===== src/rtl/scan_list_pkg.sv =====
package scan_list_pkg;

  typedef enum logic [1:0] {
    ST_IDLE  = 2'd0,
    ST_BAL   = 2'd1,
    ST_START = 2'd2,
    ST_CONV  = 2'd3
  } seq_state_e;

  // Upper mode bit selects whole-list processing.
  function automatic logic mode_is_burst(input logic [2:0] m);
    return m[2];
  endfunction

  // Value 3 is the only mode that runs nothing.
  function automatic logic mode_runs(input logic [2:0] m);
    return m != 3'd3;
  endfunction

  // Interrupt decision at the completion of one record.
  function automatic logic irq_fire(input logic [2:0] m, input logic last,
                                    input logic hit, input logic any_hit);
    logic r;
    case (m)
      3'd1:    r = 1'b1;
      3'd2:    r = last;
      3'd5:    r = last;
      3'd6:    r = hit;
      3'd7:    r = last && (any_hit || hit);
      default: r = 1'b0;
    endcase
    return r;
  endfunction

endpackage


===== src/rtl/slq_trig_gate.sv =====
module slq_trig_gate #(
  parameter int NUM_HW_TRIG = 31,
  parameter int SRC_W       = 5
) (
  input  logic                   clk_i,
  input  logic                   rst_ni,
  input  logic [SRC_W-1:0]       src_sel_i,
  input  logic                   sample_i,
  input  logic [NUM_HW_TRIG-1:0] hw_trig_i,
  input  logic                   en_set_i,
  input  logic                   en_clr_i,
  input  logic                   autoclr_i,
  input  logic                   ready_i,
  output logic                   trig_en_o,
  output logic                   accept_o,
  output logic                   sw_src_o
);

  logic sample_q;
  logic trig_en_q;
  logic sw_fall;
  logic event_w;

  assign sw_src_o = (src_sel_i == '0);
  assign sw_fall  = sample_q && !sample_i;

  // Source decode: 0 is the software edge, k picks hardware line k-1.
  always_comb begin
    event_w = 1'b0;
    if (sw_src_o) begin
      event_w = sw_fall;
    end else begin
      for (int k = 1; k <= NUM_HW_TRIG; k++) begin
        if (src_sel_i == SRC_W'(k)) event_w = hw_trig_i[k-1];
      end
    end
  end

  assign accept_o  = trig_en_q && event_w && ready_i;
  assign trig_en_o = trig_en_q;

  always_ff @(posedge clk_i or negedge rst_ni) begin
    if (!rst_ni) begin
      sample_q  <= 1'b0;
      trig_en_q <= 1'b0;
    end else begin
      sample_q <= sample_i;
      if (en_clr_i || (accept_o && autoclr_i)) trig_en_q <= 1'b0;
      else if (en_set_i)                      trig_en_q <= 1'b1;
    end
  end

endmodule


===== src/rtl/slq_bal_timer.sv =====
module slq_bal_timer #(
  parameter int BAL_W = 5
) (
  input  logic             clk_i,
  input  logic             rst_ni,
  input  logic             load_i,
  input  logic [BAL_W-1:0] load_val_i,
  input  logic             tick_i,
  output logic             expire_o
);

  logic [BAL_W-1:0] cnt_q;

  // Final tick of a running window.
  assign expire_o = tick_i && (cnt_q == BAL_W'(1)) && !load_i;

  always_ff @(posedge clk_i or negedge rst_ni) begin
    if (!rst_ni)                     cnt_q <= '0;
    else if (load_i)                 cnt_q <= load_val_i;
    else if (tick_i && cnt_q != '0)  cnt_q <= cnt_q - BAL_W'(1);
  end

endmodule


===== src/rtl/slq_event_out.sv =====
module slq_event_out
  import scan_list_pkg::*;
(
  input  logic       clk_i,
  input  logic       rst_ni,
  input  logic       done_i,
  input  logic       last_i,
  input  logic       match_i,
  input  logic [2:0] mode_i,
  input  logic       dma_en_i,
  input  logic       pass_start_i,
  output logic       irq_o,
  output logic       dma_o
);

  logic any_hit_q;
  logic irq_q;
  logic dma_q;

  always_ff @(posedge clk_i or negedge rst_ni) begin
    if (!rst_ni) begin
      any_hit_q <= 1'b0;
      irq_q     <= 1'b0;
      dma_q     <= 1'b0;
    end else begin
      irq_q <= done_i && irq_fire(mode_i, last_i, match_i, any_hit_q);
      dma_q <= done_i && dma_en_i;
      if (pass_start_i)          any_hit_q <= 1'b0;
      else if (done_i && match_i) any_hit_q <= 1'b1;
    end
  end

  assign irq_o = irq_q;
  assign dma_o = dma_q;

endmodule


===== src/rtl/scan_list_seq.sv =====
module scan_list_seq
  import scan_list_pkg::*;
#(
  parameter int NUM_HW_TRIG = 31,
  parameter int SRC_W       = 5,
  parameter int BAL_W       = 5,
  parameter int CNT_W       = 6,
  parameter int MAX_REC     = 32
) (
  input  logic                   clk_i,
  input  logic                   rst_ni,
  input  logic [2:0]             mode_i,
  input  logic [SRC_W-1:0]       src_sel_i,
  input  logic                   sample_i,
  input  logic [BAL_W-1:0]       bal_cnt_i,
  input  logic [CNT_W-1:0]       rec_cnt_i,
  input  logic                   trig_autoclr_i,
  input  logic                   trig_en_set_i,
  input  logic                   trig_en_clr_i,
  input  logic                   dma_en_i,
  input  logic [NUM_HW_TRIG-1:0] hw_trig_i,
  input  logic                   conv_tick_i,
  input  logic                   conv_done_i,
  input  logic                   match_i,
  output logic                   rec_start_o,
  output logic                   sample_win_o,
  output logic [$clog2(MAX_REC)-1:0] rec_idx_o,
  output logic                   list_irq_o,
  output logic                   dma_req_o,
  output logic                   trig_en_o
);

  localparam int IDX_W = $clog2(MAX_REC);

  seq_state_e       state_q, state_d;
  logic [IDX_W-1:0] idx_q, idx_d;
  logic [2:0]       mode_q;
  logic             accept_w;
  logic             sw_src_w;
  logic             ready_w;
  logic             win_end_w;
  logic             tmr_load_w;
  logic             rec_done_w;
  logic             last_w;
  logic             pass_start_w;
  logic             busy_w;
  logic             cnt_ok_w;

  assign busy_w       = (state_q != ST_IDLE);
  assign cnt_ok_w     = (rec_cnt_i < CNT_W'(MAX_REC));
  assign ready_w      = !busy_w && mode_runs(mode_i) && cnt_ok_w;
  assign rec_done_w   = (state_q == ST_CONV) && conv_done_i;
  assign last_w       = (CNT_W'(idx_q) >= rec_cnt_i);
  assign pass_start_w = accept_w && (mode_is_burst(mode_i) || idx_q == '0);

  slq_trig_gate #(
    .NUM_HW_TRIG (NUM_HW_TRIG),
    .SRC_W       (SRC_W)
  ) u_gate (
    .clk_i     (clk_i),
    .rst_ni    (rst_ni),
    .src_sel_i (src_sel_i),
    .sample_i  (sample_i),
    .hw_trig_i (hw_trig_i),
    .en_set_i  (trig_en_set_i),
    .en_clr_i  (trig_en_clr_i),
    .autoclr_i (trig_autoclr_i),
    .ready_i   (ready_w),
    .trig_en_o (trig_en_o),
    .accept_o  (accept_w),
    .sw_src_o  (sw_src_w)
  );

  slq_bal_timer #(
    .BAL_W (BAL_W)
  ) u_timer (
    .clk_i      (clk_i),
    .rst_ni     (rst_ni),
    .load_i     (tmr_load_w),
    .load_val_i (bal_cnt_i),
    .tick_i     (conv_tick_i),
    .expire_o   (win_end_w)
  );

  slq_event_out u_events (
    .clk_i        (clk_i),
    .rst_ni       (rst_ni),
    .done_i       (rec_done_w),
    .last_i       (last_w),
    .match_i      (match_i),
    .mode_i       (mode_q),
    .dma_en_i     (dma_en_i),
    .pass_start_i (pass_start_w),
    .irq_o        (list_irq_o),
    .dma_o        (dma_req_o)
  );

  // Sequencer next-state logic.
  always_comb begin
    state_d    = state_q;
    idx_d      = idx_q;
    tmr_load_w = 1'b0;
    case (state_q)
      ST_IDLE: begin
        if (accept_w) begin
          if (sw_src_w || bal_cnt_i == '0) begin
            state_d = ST_START;
          end else begin
            state_d    = ST_BAL;
            tmr_load_w = 1'b1;
          end
        end
      end
      ST_BAL: begin
        if (win_end_w) state_d = ST_START;
      end
      ST_START: state_d = ST_CONV;
      ST_CONV: begin
        if (conv_done_i) begin
          idx_d = last_w ? '0 : idx_q + IDX_W'(1);
          if (mode_is_burst(mode_q) && !last_w) begin
            if (bal_cnt_i == '0) begin
              state_d = ST_START;
            end else begin
              state_d    = ST_BAL;
              tmr_load_w = 1'b1;
            end
          end else begin
            state_d = ST_IDLE;
          end
        end
      end
      default: state_d = ST_IDLE;
    endcase
  end

  always_ff @(posedge clk_i or negedge rst_ni) begin
    if (!rst_ni) begin
      state_q <= ST_IDLE;
      idx_q   <= '0;
      mode_q  <= '0;
    end else begin
      state_q <= state_d;
      idx_q   <= idx_d;
      if (accept_w) mode_q <= mode_i;
    end
  end

  assign rec_start_o  = (state_q == ST_START);
  assign sample_win_o = (state_q == ST_BAL) ||
                        (state_q == ST_IDLE && sw_src_w && sample_i);
  assign rec_idx_o    = idx_q;

endmodule


===== config.mk =====
export PLATFORM = sky130hd
export DESIGN_NAME = scan_list_seq
export DESIGN_NICKNAME = d
export VERILOG_FILES = /design/src/rtl/scan_list_pkg.sv /design/src/rtl/slq_trig_gate.sv /design/src/rtl/slq_bal_timer.sv /design/src/rtl/slq_event_out.sv /design/src/rtl/scan_list_seq.sv
export SDC_FILE = /design/constraint.sdc
export NUM_CORES = 1
export LEC_CHECK = 0
export BUFFER_PORTS_ARGS = -buffer_cell sky130_fd_sc_hd__buf_2
export CAP_MARGIN = 20
export CORE_MARGIN = 4
export CORE_UTILIZATION = 45
export CTS_BUF_LIST = sky130_fd_sc_hd__clkbuf_4 sky130_fd_sc_hd__clkbuf_8
export DETAILED_ROUTE_END_ITERATION = 12
export PLACE_DENSITY = 0.74
export SETUP_SLACK_MARGIN = 0.15
export SYNTH_ARGS = -nofsm -noshare
export SYNTH_HDL_FRONTEND = slang
export SYNTH_SLANG_ARGS = --single-unit
export TNS_END_PERCENT = 30

===== constraint.sdc =====
create_clock -name clk_i -period 6.7 [get_ports clk_i]
set_input_delay 0.67 -clock clk_i [delete_from_list [all_inputs] [get_ports clk_i]]
set_output_delay 0.67 -clock clk_i [all_outputs]
set_load 0.01 [all_outputs]

-- After elaboration in Yosys (flattened, before gate mapping)
Index checks and enable logic that the tools add are counted.
Widths: inputs -> output; s select.
- register bits after elaboration: 20
- input port bits: 60
- output and inout bits: 10
- word-level logic and storage cells: 149
- $add $sub $neg: 2
- order comparisons: 2
- equality and inequality tests: 44
- muxes and demuxes: 53
- reductions and logical operators: 39
- operators with widths (cell ; count):
    $eq 5x5->1 const B ; 16
    $mux 1 ; 41
    $eq 5x4->1 const B ; 8
    $eq 5x3->1 const B ; 4
    $logic_and 1x1->1 ; 18
    $logic_not 5->1 ; 3
    $mux 5 ; 3
    $mux 2 ; 6
    $eq 5x1->1 const B ; 2
    $eq 5x2->1 const B ; 2
    $eq 3x3->1 const B ; 3
    $pmux 2 s4 ; 1
    $reduce_bool 2->1 ; 4
    $ge 5x6->1 ; 1
    $lt 6x6->1 const B ; 1
    $add 5x1->5 const B ; 1
    $logic_or 1x1->1 ; 5
    $reduce_bool 5->1 ; 1
    $sub 5x1->5 const B ; 1
    $eq 2x2->1 const B ; 2
    $logic_not 1->1 ; 4
    $ne 2x2->1 const B ; 2
    $pmux 1 s4 ; 1
    $eq 3x1->1 const B ; 1
    other kinds (9) ; 9

-- Logic depth before layout (Yosys ltp)
- depth in word-level cells: 41
- mapped depth: 10
- gate-level depth less buffers: 10

-- By module
Synthesis repeated with hierarchy kept, for this count alone.
- cell total of the unflattened synthesis: 250
- area total of the unflattened synthesis: 2015.7 um^2
- modules (own cells, without submodules) (module ; instances ; cells an instance ; area each (um^2) ; sequential area each (um^2)):
    scan_list_seq ; 1 ; 91 ; 813.3 ; 250.2
    slq_trig_gate ; 1 ; 110 ; 726.9 ; 50.0
    slq_bal_timer ; 1 ; 37 ; 339.1 ; 125.1
    slq_event_out ; 1 ; 12 ; 136.4 ; 75.1

-- Worst setup path before layout
No wires, ideal clock.
- path type: input-to-reg
- from: input port rec_cnt_i[0]
- to: register state_q[0]
- setup time: 125 ps
- arrival time: 2497 ps
- required time: 6575 ps
- setup slack: 4078 ps
- stages on the path: 9
- path buffers: 0
- path through: ha_1 nand2b_1 a21o_1 a21oi_1 o31ai_1 nor3b_1 a21oi_2 o311ai_4 mux2_4
- longest elaborated chain between the ends: 10
- elaborated cells on any way between the ends: 18
- classes of those cells: 2 x order compare; 2 x eq/ne; 7 x mux; 7 x reduce/logical
- ends and longest elaborated chain (item ; RTL line ; text):
    start, declared ; scan_list_seq.sv:16 ; input logic [CNT_W-1:0] rec_cnt_i,
    $ge 5x6->1 ; scan_list_seq.sv:53 ; assign last_w = (CNT_W'(idx_q) >= rec_cnt_i);
    $logic_not 1->1 ; scan_list_seq.sv:121 ; if (mode_is_burst(mode_q) && !last_w) begin
    $logic_and 1x1->1 ; scan_list_seq.sv:121 ;
    $mux 1 ; scan_list_seq.sv:121 ;
    $mux 1 ; scan_list_seq.sv:119 ; if (conv_done_i) begin
    $pmux 1 s2 ; scan_list_seq.sv:103 ; case (state_q)
    $logic_not 1->1 ; slq_bal_timer.sv:15 ; assign expire_o = tick_i && (cnt_q == BAL_W'(1)) && !load_i;
    $logic_and 1x1->1 ; slq_bal_timer.sv:15 ;
    $ne 2x1->1 (no source line) ; - ;
    $reduce_and 3->1 (no source line) ; - ;
    end signal, assigned ; scan_list_seq.sv:143 ; state_q <= state_d;
    end, declared ; scan_list_seq.sv:35 ; seq_state_e state_q, state_d;
Parallel ways exist; a longest one is shown, timed or not. The select of a mux whose other input is x is not followed.
A chain may end at the register's enable or synchronous reset.

-- Worst setup path in the final report
Same ends and word-level chain as after synthesis.

==> impl_metrics.json <==
{
  "hold_violations": 0,
  "rsz0062_at_grt": "false",
  "synth_xor_area_share_pct": 1.88,
  "areaGrowthSynthToFinish_pct": 22.5,
  "synthCells": 210,
  "grt.busiest_layer": "met2",
  "use_met3_pct": 2.77,
  "cts_root_buffer": "clkbuf_8",
  "met2_usage_pct": 29.8,
  "routedWlPerCell_um": 13.4,
  "max_freq_mhz": 362,
  "core_um2": 4000,
  "fin_total_pwr_mw": 0.645,
  "postRouteAntennaNets": 0,
  "start_util_pct": 46.6,
  "setup_violations": 0,
  "path_buf_inv": 1,
  "fin_nets": 352,
  "arrival_ps": 2910,
  "synth_seq_cells": 20,
  "post_cts_resized": 0,
  "drive_above_1_share_pct": 34.7,
  "post-dp-hpwl_um": 3580,
  "placed_cells": 323,
  "layout_min_cycle_time_ps": 2760,
  "yosys.area_share.adder_pct": 9.40,
  "cts.clk_slew.worst_paths_ps": 80,
  "path_class": "input pin to flop",
  "reg2reg_slack_ps": 3950,
  "synth_mux_area_share_pct": 12.2,
  "die-height_um": 72.3,
  "synth-compound-area-share_pct": 22.6,
  "worst_path_max_delay_cell": "o31ai_1",
  "ys_async_sr_fraction_pct": 100,
  "overflow": 0,
  "postCtsHoldBufs": 0,
  "synth_top_area_share_pct": 26.9,
  "grt.met1_usage_pct": 23.2,
  "dieArea_um2": 5230,
  "p_leak_nw": 1.10,
  "relSlewSlack_pct": 34.1,
  "grt_pass1_wl_um": 7490,
  "via_per_inst": 5.39,
  "drc_errors": 0,
  "cts_setup_buffers": 0,
  "worst_slew_pin_slew_ps": 980,
  "place_area_um2": 2230,
  "syn_nets": 284,
  "cp_slowest_stage_delay_ps": 820,
  "first_global_vias": 1722,
  "critPathLaunchType": "input pin",
  "routabilityCongestion": 0.830,
  "synth_top_area_cell": "dfrtp_1",
  "ys.warnings.count": 0,
  "drt_pass1_iterations": 4,
  "hold_class": "input pin to async pin",
  "io_buffers": 69,
  "synth_area_um2": 1860,
  "fin_crit_sh_pct": 41.2,
  "core.rowCount": 23,
  "synth.area.top_cells": "dfrtp_1, ha_1, mux2_2, nand2_1, o21ai_0",
  "cap_violations": 0,
  "htreeDepth": 1,
  "skew_ps": 4.90,
  "grt_max_degree": 24,
  "clock_path_buffers": 2,
  "status": "finished, final reports clean",
  "yosysSeqAreaShare_pct": 26.9,
  "endpoint_kind": "flop",
  "drt_iter0_drc": 73,
  "grtUsageTotal_pct": 17.6,
  "required_ps": 6850,
  "finalMaxSlewViolations": 0,
  "wl_um": 4380,
  "clock_latency_ps": 260,
  "cts_tree": "built",
  "die_w_um": 72.3,
  "yosys.area_share.simple_pct": 21.6,
  "synth_cell_types": 56,
  "ir_drop_v": 0.000171,
  "avgSynthCellArea_um2": 8.87,
  "synth_edf_count": 0,
  "clock-sinks": 20,
  "setup_tns_ps": 0,
  "path_cells": "buf_2, ha_1, nand2b_1, a21o_1, a21oi_1, o31ai_1, nor3b_1, a21oi_2, o311ai_4, mux2_4",
  "path_delay_family": "compound AO/OA/AOI/OAI gates",
  "antenna_found_initial": 0,
  "cp_max_fo": 9,
  "post_layout_nonfiller_instances": 327,
  "vias": 1764,
  "io_pins": 70,
  "cts_buffers": 3,
  "final_area_um2": 2280,
  "synth-main-ff-cell": "dfrtp_1",
  "synth_top_family_by_area": "compound AO/OA/AOI/OAI gates",
  "powerDensity_nw_per_um2": 282,
  "antennaDiodeCount": 0
}
[worst paths after layout]
kind	startpoint	depth (start not counted)	endpoint
min in group clk_i	u_events.any_hit_q$_DFFE_PN0P_	2	u_events.any_hit_q$_DFFE_PN0P_
min reg2reg	u_events.any_hit_q$_DFFE_PN0P_	2	u_events.any_hit_q$_DFFE_PN0P_
max in group asynchronous	rst_ni	1	u_events.dma_o$_DFF_PN0_
max reg2reg	rec_idx_o[0]$_DFFE_PN0P_	10	state_q[0]$_DFFE_PN0P_
max	rec_cnt_i[0]	10	state_q[0]$_DFFE_PN0P_
min	rst_ni	1	rec_idx_o[4]$_DFFE_PN0P_
[report_power, final]
group / total (mW) / internal [mW] / leakage, nW / switching (mW)
Combinational: 0.332 / 0.165 / 0.832 / 0.167
Sequential: 0.218 / 0.168 / 0.238 / 0.0499
Clock: 0.0941 / 0.0523 / 0.0288 / 0.0418
Total: 0.645 / 0.386 / 1.10 / 0.259
[area by class of cell]
class,instances,area (um2)
fill,387,1720
multi-input combinational,169,1260
sequential,20,500
timing repair buffer,69,345
tap,50,62.6
inverter,15,56.3
clock buffer,4,55.1
[state kept, by name (all words and copies together) (netlist names)]
name	flops
u_events.dma_o	1
u_gate.sample_q	1
u_events.irq_o	1
u_events.any_hit_q	1
u_timer.cnt_q	5
mode_q	3
state_q	2
rec_idx_o	5
u_gate.trig_en_o	1
[through the flow]
stage	hold WS [ps]	util, %	setup WS, ps
5_1_grt	390	57.1	3730
6_report	351	57.1	3940
3_3_place_gp	475	55.7	3750
3_5_place_dp	482	55.7	3650
2_1_floorplan	374	-	4080
4_1_cts	364	57.1	3920
[worst reg2reg max path, cell delays in order (launching register included)]
cell and delay [ps]:
dfrtp_1 390, inv_1 100, ha_1 270, nand2b_1 90
a21o_1 110, a21oi_1 60, o31ai_1 820, nor3b_1 180
a21oi_2 210, o311ai_4 120, mux2_4 310
[placed cells by master (no fill, tap or decap), types with 4 or more instances in the layout]
cell       n
a21oi_1   12
a31oi_1    4
buf_2     69
clkbuf_8   4
dfrtp_1   20
ha_1      14
inv_1     15
mux2_2     8
mux2i_1    4
nand2_1   23
nand2b_1   7
nand3_1   10
nor2_1    12
nor2b_1    4
nor3_1     8
o21ai_0   13
[layer usage]
metal | share of wire [%] | vias to the layer above | wire length [um]
met4 | 1.4 | 0 | 62
li1 | - | 899 | -
met5 | 0 | - | 0
met3 | 4.9 | 8 | 216
met1 | 44 | 813 | 1920
met2 | 50 | 44 | 2180
[synth_stat cells (all sizes together) (2+ instances only)]
master   count
a211o        2
a21o         3
a21oi       14
a31oi        4
and2         2
and2b        2
buf          6
dfrtp       20
ha          14
inv         15
mux2        12
mux2i        4
mux4         2
nand2       24
nand2b       7
nand3       10
nand3b       2
nor2        13
nor2b        4
nor3         8
nor3b        2
nor4         2
o2111ai      2
o211ai       3
o21ai       13
o21bai       2
xnor2        2
xor2         2
[cell families after synthesis]
kind of cell,after synthesis
AND/OR/NAND/NOR,79
adder cells (fa/ha/maj),14
AO/OA/AOI/OAI,54
buffers and inverters,21
multiplexers,18
XOR/XNOR,4
flip-flops,20
Note: power is estimated with default switching activity, not from simulation.
